<file path="src/rtl/frame_pack_pkg.sv">
package frame_pack_pkg;

  typedef enum logic [1:0] {
    PW_4  = 2'b00,
    PW_8  = 2'b01,
    PW_16 = 2'b10,
    PW_XX = 2'b11
  } port_width_e;

  typedef enum logic [1:0] {
    PM_NORMAL = 2'b00,
    PM_DEMUX  = 2'b01,
    PM_MUX    = 2'b10,
    PM_RSVD   = 2'b11
  } port_mode_e;

  localparam int unsigned NUM_WIDTHS = 3;

  // index of the final slot of a word for each width
  function automatic logic [1:0] last_slot(input port_width_e w);
    case (w)
      PW_4:    last_slot = 2'd2;
      PW_8:    last_slot = 2'd1;
      default: last_slot = 2'd0;
    endcase
  endfunction

endpackage

</file>
<file path="src/rtl/tfp_mode_check.sv">
module tfp_mode_check
  import frame_pack_pkg::*;
(
  input  port_width_e width,
  input  port_mode_e  mode,
  output logic        bad
);
  logic ok;
  always_comb begin
    ok = 1'b0;
    if (mode == PM_NORMAL && width != PW_XX) ok = 1'b1;
    if (mode == PM_DEMUX  && width == PW_8)  ok = 1'b1;
    bad = ~ok;
  end
endmodule

</file>
<file path="src/rtl/tfp_slot_encode.sv">
module tfp_slot_encode
  import frame_pack_pkg::*;
#(
  parameter int unsigned STAT_W    = 3,
  parameter int unsigned PKT_W     = 16,
  parameter int unsigned FRAME_W   = 24,
  parameter logic [2:0]  TRIG_CODE = 3'b110
) (
  input  port_width_e        width,
  input  logic [1:0]         slot,
  input  logic [STAT_W-1:0]  stat,
  input  logic [PKT_W-1:0]   pkt,
  input  logic               sync,
  input  logic               trig,
  output logic [FRAME_W-1:0] placed
);
  logic [FRAME_W-1:0] cand [NUM_WIDTHS];

  for (genvar m = 0; m < NUM_WIDTHS; m++) begin : g_width
    localparam int unsigned PW     = PKT_W >> (NUM_WIDTHS - 1 - m);
    localparam int unsigned STRIDE = STAT_W + PW + 1;
    logic [PW-1:0]     pkt_eff;
    logic [STAT_W-1:0] st_eff;
    logic [STRIDE-1:0] field;
    always_comb begin
      pkt_eff = pkt[PW-1:0];
      st_eff  = stat;
      if (trig) begin
        pkt_eff[STAT_W-1:0] = stat;
        st_eff              = TRIG_CODE;
      end
      field   = {sync, pkt_eff, st_eff};
      cand[m] = FRAME_W'(field) << (32'(slot) * STRIDE);
    end
  end

  always_comb begin
    case (width)
      PW_4:    placed = cand[0];
      PW_8:    placed = cand[1];
      PW_16:   placed = cand[2];
      default: placed = '0;
    endcase
  end
endmodule

</file>
<file path="src/rtl/tfp_accum.sv">
module tfp_accum
  import frame_pack_pkg::*;
#(
  parameter int unsigned FRAME_W = 24
) (
  input  logic               clk,
  input  logic               rst_n,
  input  port_width_e        width,
  input  logic               take,
  input  logic               flush,
  input  logic [FRAME_W-1:0] placed,
  output logic [1:0]         slot,
  output logic               frm_valid,
  output logic [FRAME_W-1:0] frm_data
);
  logic [1:0]         slot_q, slot_d;
  logic [FRAME_W-1:0] acc_q, acc_d, data_q, data_d;
  logic               vld_q, vld_d, acc_en, data_en;
  logic [FRAME_W-1:0] merged;

  always_comb begin
    merged  = acc_q | placed;
    slot_d  = slot_q;
    acc_d   = acc_q;
    data_d  = data_q;
    vld_d   = 1'b0;
    acc_en  = 1'b0;
    data_en = 1'b0;
    if (take) begin
      acc_en = 1'b1;
      if (slot_q == last_slot(width) || flush) begin
        data_d  = merged;
        data_en = 1'b1;
        vld_d   = 1'b1;
        acc_d   = '0;
        slot_d  = 2'd0;
      end else begin
        acc_d  = merged;
        slot_d = slot_q + 2'd1;
      end
    end else if (flush && slot_q != 2'd0) begin
      acc_en  = 1'b1;
      data_d  = acc_q;
      data_en = 1'b1;
      vld_d   = 1'b1;
      acc_d   = '0;
      slot_d  = 2'd0;
    end
  end

  always_ff @(posedge clk or negedge rst_n) begin
    if (!rst_n) begin
      slot_q <= 2'd0;
      acc_q  <= '0;
      vld_q  <= 1'b0;
      data_q <= '0;
    end else begin
      vld_q <= vld_d;
      if (acc_en) begin
        slot_q <= slot_d;
        acc_q  <= acc_d;
      end
      if (data_en) data_q <= data_d;
    end
  end

  assign slot      = slot_q;
  assign frm_valid = vld_q;
  assign frm_data  = data_q;
endmodule

</file>
<file path="src/rtl/trace_frame_packer.sv">
module trace_frame_packer
  import frame_pack_pkg::*;
#(
  parameter int unsigned STAT_W    = 3,
  parameter int unsigned PKT_W     = 16,
  parameter int unsigned FRAME_W   = 24,
  parameter logic [2:0]  TRIG_CODE = 3'b110
) (
  input  logic               clk,
  input  logic               rst_n,
  input  logic [1:0]         port_width,
  input  logic [1:0]         port_mode,
  input  logic               cyc_valid,
  input  logic [STAT_W-1:0]  cyc_stat,
  input  logic [PKT_W-1:0]   cyc_pkt,
  input  logic               cyc_sync,
  input  logic               cyc_trig,
  input  logic               flush,
  output logic               mode_bad,
  output logic               frm_valid,
  output logic [FRAME_W-1:0] frm_data
);
  port_width_e        width;
  port_mode_e         mode;
  logic [1:0]         slot;
  logic [FRAME_W-1:0] placed;
  logic               take;

  assign width = port_width_e'(port_width);
  assign mode  = port_mode_e'(port_mode);
  assign take  = cyc_valid & ~mode_bad;

  tfp_mode_check u_mode (
    .width (width),
    .mode  (mode),
    .bad   (mode_bad)
  );

  tfp_slot_encode #(
    .STAT_W(STAT_W), .PKT_W(PKT_W), .FRAME_W(FRAME_W), .TRIG_CODE(TRIG_CODE)
  ) u_enc (
    .width  (width),
    .slot   (slot),
    .stat   (cyc_stat),
    .pkt    (cyc_pkt),
    .sync   (cyc_sync),
    .trig   (cyc_trig),
    .placed (placed)
  );

  tfp_accum #(.FRAME_W(FRAME_W)) u_acc (
    .clk       (clk),
    .rst_n     (rst_n),
    .width     (width),
    .take      (take),
    .flush     (flush),
    .placed    (placed),
    .slot      (slot),
    .frm_valid (frm_valid),
    .frm_data  (frm_data)
  );
endmodule

</file>
<file path="config.mk">
export PLATFORM = sky130hd
export DESIGN_NAME = trace_frame_packer
export DESIGN_NICKNAME = d
export VERILOG_FILES = /design/src/rtl/frame_pack_pkg.sv /design/src/rtl/tfp_mode_check.sv /design/src/rtl/tfp_slot_encode.sv /design/src/rtl/tfp_accum.sv /design/src/rtl/trace_frame_packer.sv
export SDC_FILE = /design/constraint.sdc
export NUM_CORES = 1
export LEC_CHECK = 0
export BUFFER_PORTS_ARGS = -buffer_cell sky130_fd_sc_hd__buf_2
export CAP_MARGIN = 0
export CELL_PAD_IN_SITES_DETAIL_PLACEMENT = 1
export CELL_PAD_IN_SITES_GLOBAL_PLACEMENT = 1
export CORE_ASPECT_RATIO = 1.75
export CORE_UTILIZATION = 46
export DETAILED_ROUTE_END_ITERATION = 7
export GPL_ROUTABILITY_DRIVEN = 0
export PLACE_DENSITY_LB_ADDON = 0.15
export SYNTH_ARGS = -nofsm -noshare
export SYNTH_HDL_FRONTEND = slang
export SYNTH_SLANG_ARGS = --single-unit
</file>
<file path="constraint.sdc">
create_clock -name clk -period 6 [get_ports clk]
set_clock_uncertainty 0.15 [all_clocks]
set_input_delay 0.3 -clock clk [delete_from_list [all_inputs] [get_ports clk]]
set_output_delay 0.3 -clock clk [all_outputs]
set_load 0.05 [all_outputs]
</file>
==> results of run 1 <==
-- metrics by stage --
step | utilization [%] | instance area (um^2) | worst slack (ps) | power [uW]
finish | 54.72 | 3435 | 2989 | 1180
global route | 54.72 | 3435 | 2783 | 1235
CTS | 54.72 | 3435 | 3015 | 1187
detailed placement | 52.77 | 3312 | 3019 | 938.2
global placement | 52.77 | 3312 | 3115 | 920.2
floorplan | - | 3009 | 3299 | 806.5
-- cell families (layout without fill, tap and decap cells) --
group | count (synthesis) | in the layout | share of synthesized area, %
flip-flops | 51 | 51 | 42.41
multiplexers | 22 | 22 | 8.108
AO/OA/AOI/OAI | 101 | 101 | 24.70
AND/OR/NAND/NOR | 89 | 89 | 18.30
buffers and inverters | 33 | 81 | 5.239
adder cells (fa/ha/maj) | 3 | 3 | 1.248
-- critical path, cell delays in order, from the launching register on --
cell,delay (ps)
dfrtp_1,340
buf_4,330
inv_1,150
ha_1,610
clkinv_1,420
a2111oi_0,520
o31ai_1,210
a21oi_1,190
-- where the power goes --
group / internal, uW / total (uW) / switching (uW)
Sequential: 406 / 439 / 32.6
Combinational: 141 / 494 / 353
Clock: 124 / 248 / 123
Total: 672 / 1180 / 508
-- metal layers --
metal  wire length [um]  up-vias
met3                277       21
li1                   -     1229
met5                  0        -
met4                338        0
met2               4779       64
met1               3705     1344
-- cell type report --
| type | instances | share of cell area [%] |
|---|---|---|
| inverter | 12 | 1.311 |
| timing repair buffer | 61 | 9.472 |
| clock inverter | 3 | 1.275 |
| sequential | 51 | 37.16 |
| tap | 80 | 2.914 |
| clock buffer | 5 | 2.004 |
| multi-input combinational | 215 | 45.87 |
-- Yosys cell counts, types with 2 or more instances --
library cell	instances
o22ai_1	2
or4b_1	2
o31ai_1	6
a22o_1	4
a211oi_1	4
and3_1	3
or2_2	2
nor4b_2	4
a31oi_1	10
buf_2	11
o21ai_0	12
inv_1	10
mux2_2	11
nand2b_1	2
o21a_1	2
ha_1	3
a221o_1	3
a21oi_1	21
o221a_2	2
dfrtp_1	51
and4bb_2	2
mux2i_1	8
nand3_1	10
o2bb2ai_1	3
nor3_1	9
o221ai_1	3
nor3b_1	2
a2111o_1	4
clkbuf_1	5
nor2_1	20
a32o_1	3
and2_1	11
o211ai_1	7
nand2_1	7
nor2b_1	8
buf_6	2
o211a_1	3
-- worst min-delay path by stage --
| stage | endpoint | slack [ps] | cells past startpoint |
|---|---|---|---|
| floorplan | u_acc.acc_q[0]$_DFFE_PN0P_ | -150 | 0 |
| global placement | u_acc.frm_data[20]$_DFFE_PN0P_ | 300 | 2 |
| detailed placement | u_acc.frm_data[20]$_DFFE_PN0P_ | 310 | 2 |
| CTS | u_acc.frm_data[17]$_DFFE_PN0P_ | 240 | 4 |
| global route | u_acc.frm_data[17]$_DFFE_PN0P_ | 270 | 4 |
| finish | u_acc.frm_data[17]$_DFFE_PN0P_ | 250 | 4 |
-- state kept, by name, summed over array words and instances (netlist names) --
signal and flops:
u_acc.acc_q 24, u_acc.frm_data 24, u_acc.slot 2, u_acc.frm_valid 1
==> run metrics, run 1 <==
max-cap violations 0; Max Slew Vio Count 0; Total GRT Usage between 20% and 30%; leading area contributor after synthesis dfrtp_1; Detailed Routing Iterations Pass 1 4; overall die height between 100 and 150 um; site row count 38; Die W 63.14 um; R2R Path End u_acc.acc_q[15]$_DFFE_PN0P_; Diodes inserted 0; Mapped Nets 331; first-pass GRT wire length around 14000 um; DIE AREA 6882 um^2; PD cells 343.6 nW/um^2; met1 global-route usage 32.53%; RSZ-0062 raised after global routing false; Final Cycle Share between 50% and 60%; Final TNS setup 0 ps; Static Leak 0.001555 uW; cell count of the worst reg-to-reg path 7; Final Hold Vio Count 0; Slew headroom 41.05%; total congestion overflow 0; predominant post-synthesis flop cell dfrtp_1; met2 Usage GRT 49.85%; worst setup path startpoint u_acc.slot[0]$_DFFE_PN0P_; Seq/Total Area, Yosys 42.41%; worst vdd ir about 0.00024 V; WL/cell 21.31 um; share of layout cells above drive strength 1 28.24%; post-CTS sizing 0; H-tree levels 2; IO Count 55; commonest cells after routing, fill and taps aside 54 x buf_2, 51 x dfrtp_1, 21 x a21oi_1; Initial Util 47.95%; area of the multi-input gates approximately 1600 um^2; DRC violation total after the first TritonRoute iteration 146; Hold WC Path Type input pin to flop; NumNets Final 378; area grow syn2layout 14.14%; IO Port Bufs 54; outcome completed; async set or reset register ratio after synthesis 100.0%; non-filler cells, final 427; grt peak-use layer met2; share of the synthesized area in the top cell type 42.41%; clk sink count 51; Final setup viols 0; CTS Buf Count 5; Avg Vias per Cell 6.225; Clock Pin Slew Worst Setup and Hold Paths around 100 ps; Seq cells post-synth 51; Fillers 759; vias in the first global route 2782; Placed Cells incl. Taps 418; reg-to-reg setup timing slack 2990 ps; drt total wl around 9100 um; arrival time at the worst endpoint 3100 ps; CP Max Fanout 35; post-route ant nets 0; CP endpoint u_acc.acc_q[15]$_DFFE_PN0P_; Setup CP Type flop to flop; antenna violations before repair 0; commonest non-fill, non-tap cell in the layout buf_2; mapped cell area 3009 um^2; Distinct cells, synth 64; Hold WS 250.3 ps; Period minus WS final 3011 ps; Max Freq approximately 330 MHz; Synth Warn # 0; Post-synth EDFFs 0; Avg Inst Size Synth approximately 10 um^2; met3 Use GR 3.452%; number of remaining DRC errors 0; Startpoint Class flop; Clock Latency Late Sink 320 ps; total number of vias 2658; Worst Setup End Kind flop; dpl hpwl 6741 um; Mapped Cells 299; top post-synthesis cells by area dfrtp_1 42%, mux2_2 4.1%, a21oi_1 3.5%; FF-to-FF Start u_acc.slot[0]$_DFFE_PN0P_; Slew @ Worst Pin around 880 ps; Hold Buf Count CTS 1; register area about 1300 um^2; hold wc startpoint cyc_pkt[14]; clk buf depth 2; Post-CTS Setup Bufs 0; required time of the critical path 6090 ps; Core ar. between 6000 and 7000 um^2; largest net degree at the start of global routing 52; CTS tree done; Clk Tree Root Cell clkbuf_8
Power figures use the tool's default switching activity.
==> inputs of run 2 (changes only) <==
Settings changed: CORE_UTILIZATION 46 to 39.
Clock period 6 ns to 2.5 ns, I/O delays scaled along.
==> run metrics, run 2 (same netlist as run 1, synthesis figures left out) <==
NumNets Final 396; RSZ-0062 raised after global routing false; arrival time at the worst endpoint 2440 ps; Period minus WS final 2358 ps; DRC violation total after the first TritonRoute iteration 177; Crit-path slowest cell or4b_1; DIE AREA slightly above 8000 um^2; Detailed Routing Iterations Pass 1 4; worst vdd ir 0.0004544 V; Slew @ Worst Pin 1058 ps; Core ar. about 7500 um^2; Worst Setup End Kind flop; Hold Path End u_acc.acc_q[11]$_DFFE_PN0P_; Post-CTS Setup Bufs 0; CP Max Fanout 9; Clk Tree Root Cell clkbuf_16; overall die height 118.2 um; Avg Vias per Cell 6.277; cell count of the worst reg-to-reg path 5; number of remaining DRC errors 0; share of layout cells above drive strength 1 33.24%; Hold WC Path Type input pin to flop; Hold WS 116.5 ps; commonest cells after routing, fill and taps aside 54 x buf_2, 49 x dfrtp_1, 23 x buf_4; Max Slew Vio Count 0; Initial Util 40.04%; antenna violations before repair 0; Slew headroom between 20% and 30%; IO Count 55; PD cells 855.6 nW/um^2; Final TNS setup 0 ps; clk sink count 51; H-tree levels 2; Setup CP Type flop to flop; CTS Buf Count 5; Total GRT Usage about 27%; Final Hold Vio Count 0; Max Freq 424.0 MHz; total congestion overflow 0; required time of the critical path 2580 ps; reg-to-reg setup timing slack 140 ps; vias in the first global route 2976; site row count 42; Die W 68.40 um; Clock Pin Slew Worst Setup and Hold Paths 70 ps; Final Cycle Share a little over nine tenths; first-pass GRT wire length 15850 um; Clock Latency Late Sink 290 ps; IO Port Bufs 54; slowest cell delay on critical path 710 ps; CTS tree done; CP delay by family, top simple AND/OR/NAND/NOR gates; hold wc startpoint cyc_pkt[8]; Worst Hold Depth 4; worst path cell trace ha_2 -> or4b_1 -> nor4_1 -> a221o_1 -> mux2_2; total number of vias 2837; Static Leak 0.001662 uW; Diodes inserted 0; CP bufs+invs 0; outcome completed; largest net degree at the start of global routing 38; area grow syn2layout 21.46%; Startpoint Class flop; drt total wl 10140 um; commonest non-fill, non-tap cell in the layout buf_2; post-route ant nets 0; max-cap violations 0; clk buf depth 2; R2R Path End u_acc.frm_data[4]$_DFFE_PN0P_; Final setup viols 0; dpl hpwl ~7500 um; WL/cell 22.43 um; FF-to-FF Start u_acc.slot[1]$_DFFE_PN0P_
-- run 2: cell count changes in the layout (fill, tap and decap cells not counted), sizes merged --
| cell | previous run | this run |
|---|---|---|
| clkinvlp | 0 | 1 |
| clkbuf | 5 | 6 |
| buf | 60 | 78 |
| clkinv | 3 | 0 |
-- run 2: worst max path at each step --
stage | startpoint | end | slack, ps | depth (start not counted)
global placement | u_acc.slot[1]$_DFFE_PN0P_ | u_acc.frm_data[15]$_DFFE_PN0P_ | 210 | 6
finish | u_acc.slot[1]$_DFFE_PN0P_ | u_acc.frm_data[4]$_DFFE_PN0P_ | 140 | 5
CTS | u_acc.slot[1]$_DFFE_PN0P_ | u_acc.frm_data[15]$_DFFE_PN0P_ | 70 | 5
detailed placement | u_acc.slot[1]$_DFFE_PN0P_ | u_acc.frm_data[4]$_DFFE_PN0P_ | 130 | 5
global route | u_acc.slot[0]$_DFFE_PN0P_ | u_acc.frm_data[3]$_DFFE_PN0P_ | 30 | 6
floorplan | u_acc.slot[0]$_DFFE_PN0P_ | u_acc.frm_data[8]$_DFFE_PN0P_ | 10 | 10
-- run 2: repair_timing --
action / 4_1_cts / 5_1_grt
endpoints found under the hold margin: 36 / 0
hold buffers: 1 / 0
setup endpoints to repair: 0 / 10
gates resized for setup: 0 / 4
-- run 2: report_power, final --
group / internal, uW / leakage [uW] / switching [uW] / total, uW
sequential: 977 / 0.000691 / 77.5 / 1050
combinational: 411 / 0.000895 / 890 / 1300
clock: 468 / 0.0000769 / 303 / 771
total: 1860 / 0.00166 / 1270 / 3130
-- run 2: final cells by class --
| type | count | area (um^2) |
|---|---|---|
| Fill cell | 889 | 3860 |
| Multi-Input combinational cell | 215 | 1585 |
| Sequential cell | 51 | 1279 |
| Timing Repair Buffer | 79 | 473.0 |
| Clock buffer | 6 | 128.9 |
| Tap cell | 88 | 110.1 |
| Inverter | 12 | 48.80 |
| Clock inverter | 1 | 30.03 |
-- run 2: per-stage QoR --
step                cells  utilization, %  total power (uW)  cell area, um^2  setup WS (ps)
finish                452           48.63              3127             3655          141.6
global route          452           48.63              3275             3655          29.49
CTS                   452           48.52              3137             3646          73.68
detailed placement    444           46.27              2352             3477          131.8
global placement      444           46.27              2324             3477          213.2
floorplan             299               -              1951             3029          14.35
-- run 2: worst reg2reg max path: cells and delay by family, from the launching register on --
| kind | cells | cell delay [ps] |
|---|---|---|
| and+or+nand+nor | 2 | 1070 |
| DFF | 1 | 480 |
| AOI/OAI and AO/OA | 1 | 240 |
| adders and majority gates | 1 | 210 |
| muxes | 1 | 150 |
-- run 2: metal layers --
metal  vias up  global-route usage [%]  wire (um)
met4         0                   13.80        441
met2       102                   45.47       5246
met3        35                   4.054        439
met1      1433                   32.17       4010
li1       1267                       -          -
met5         -                       0          0
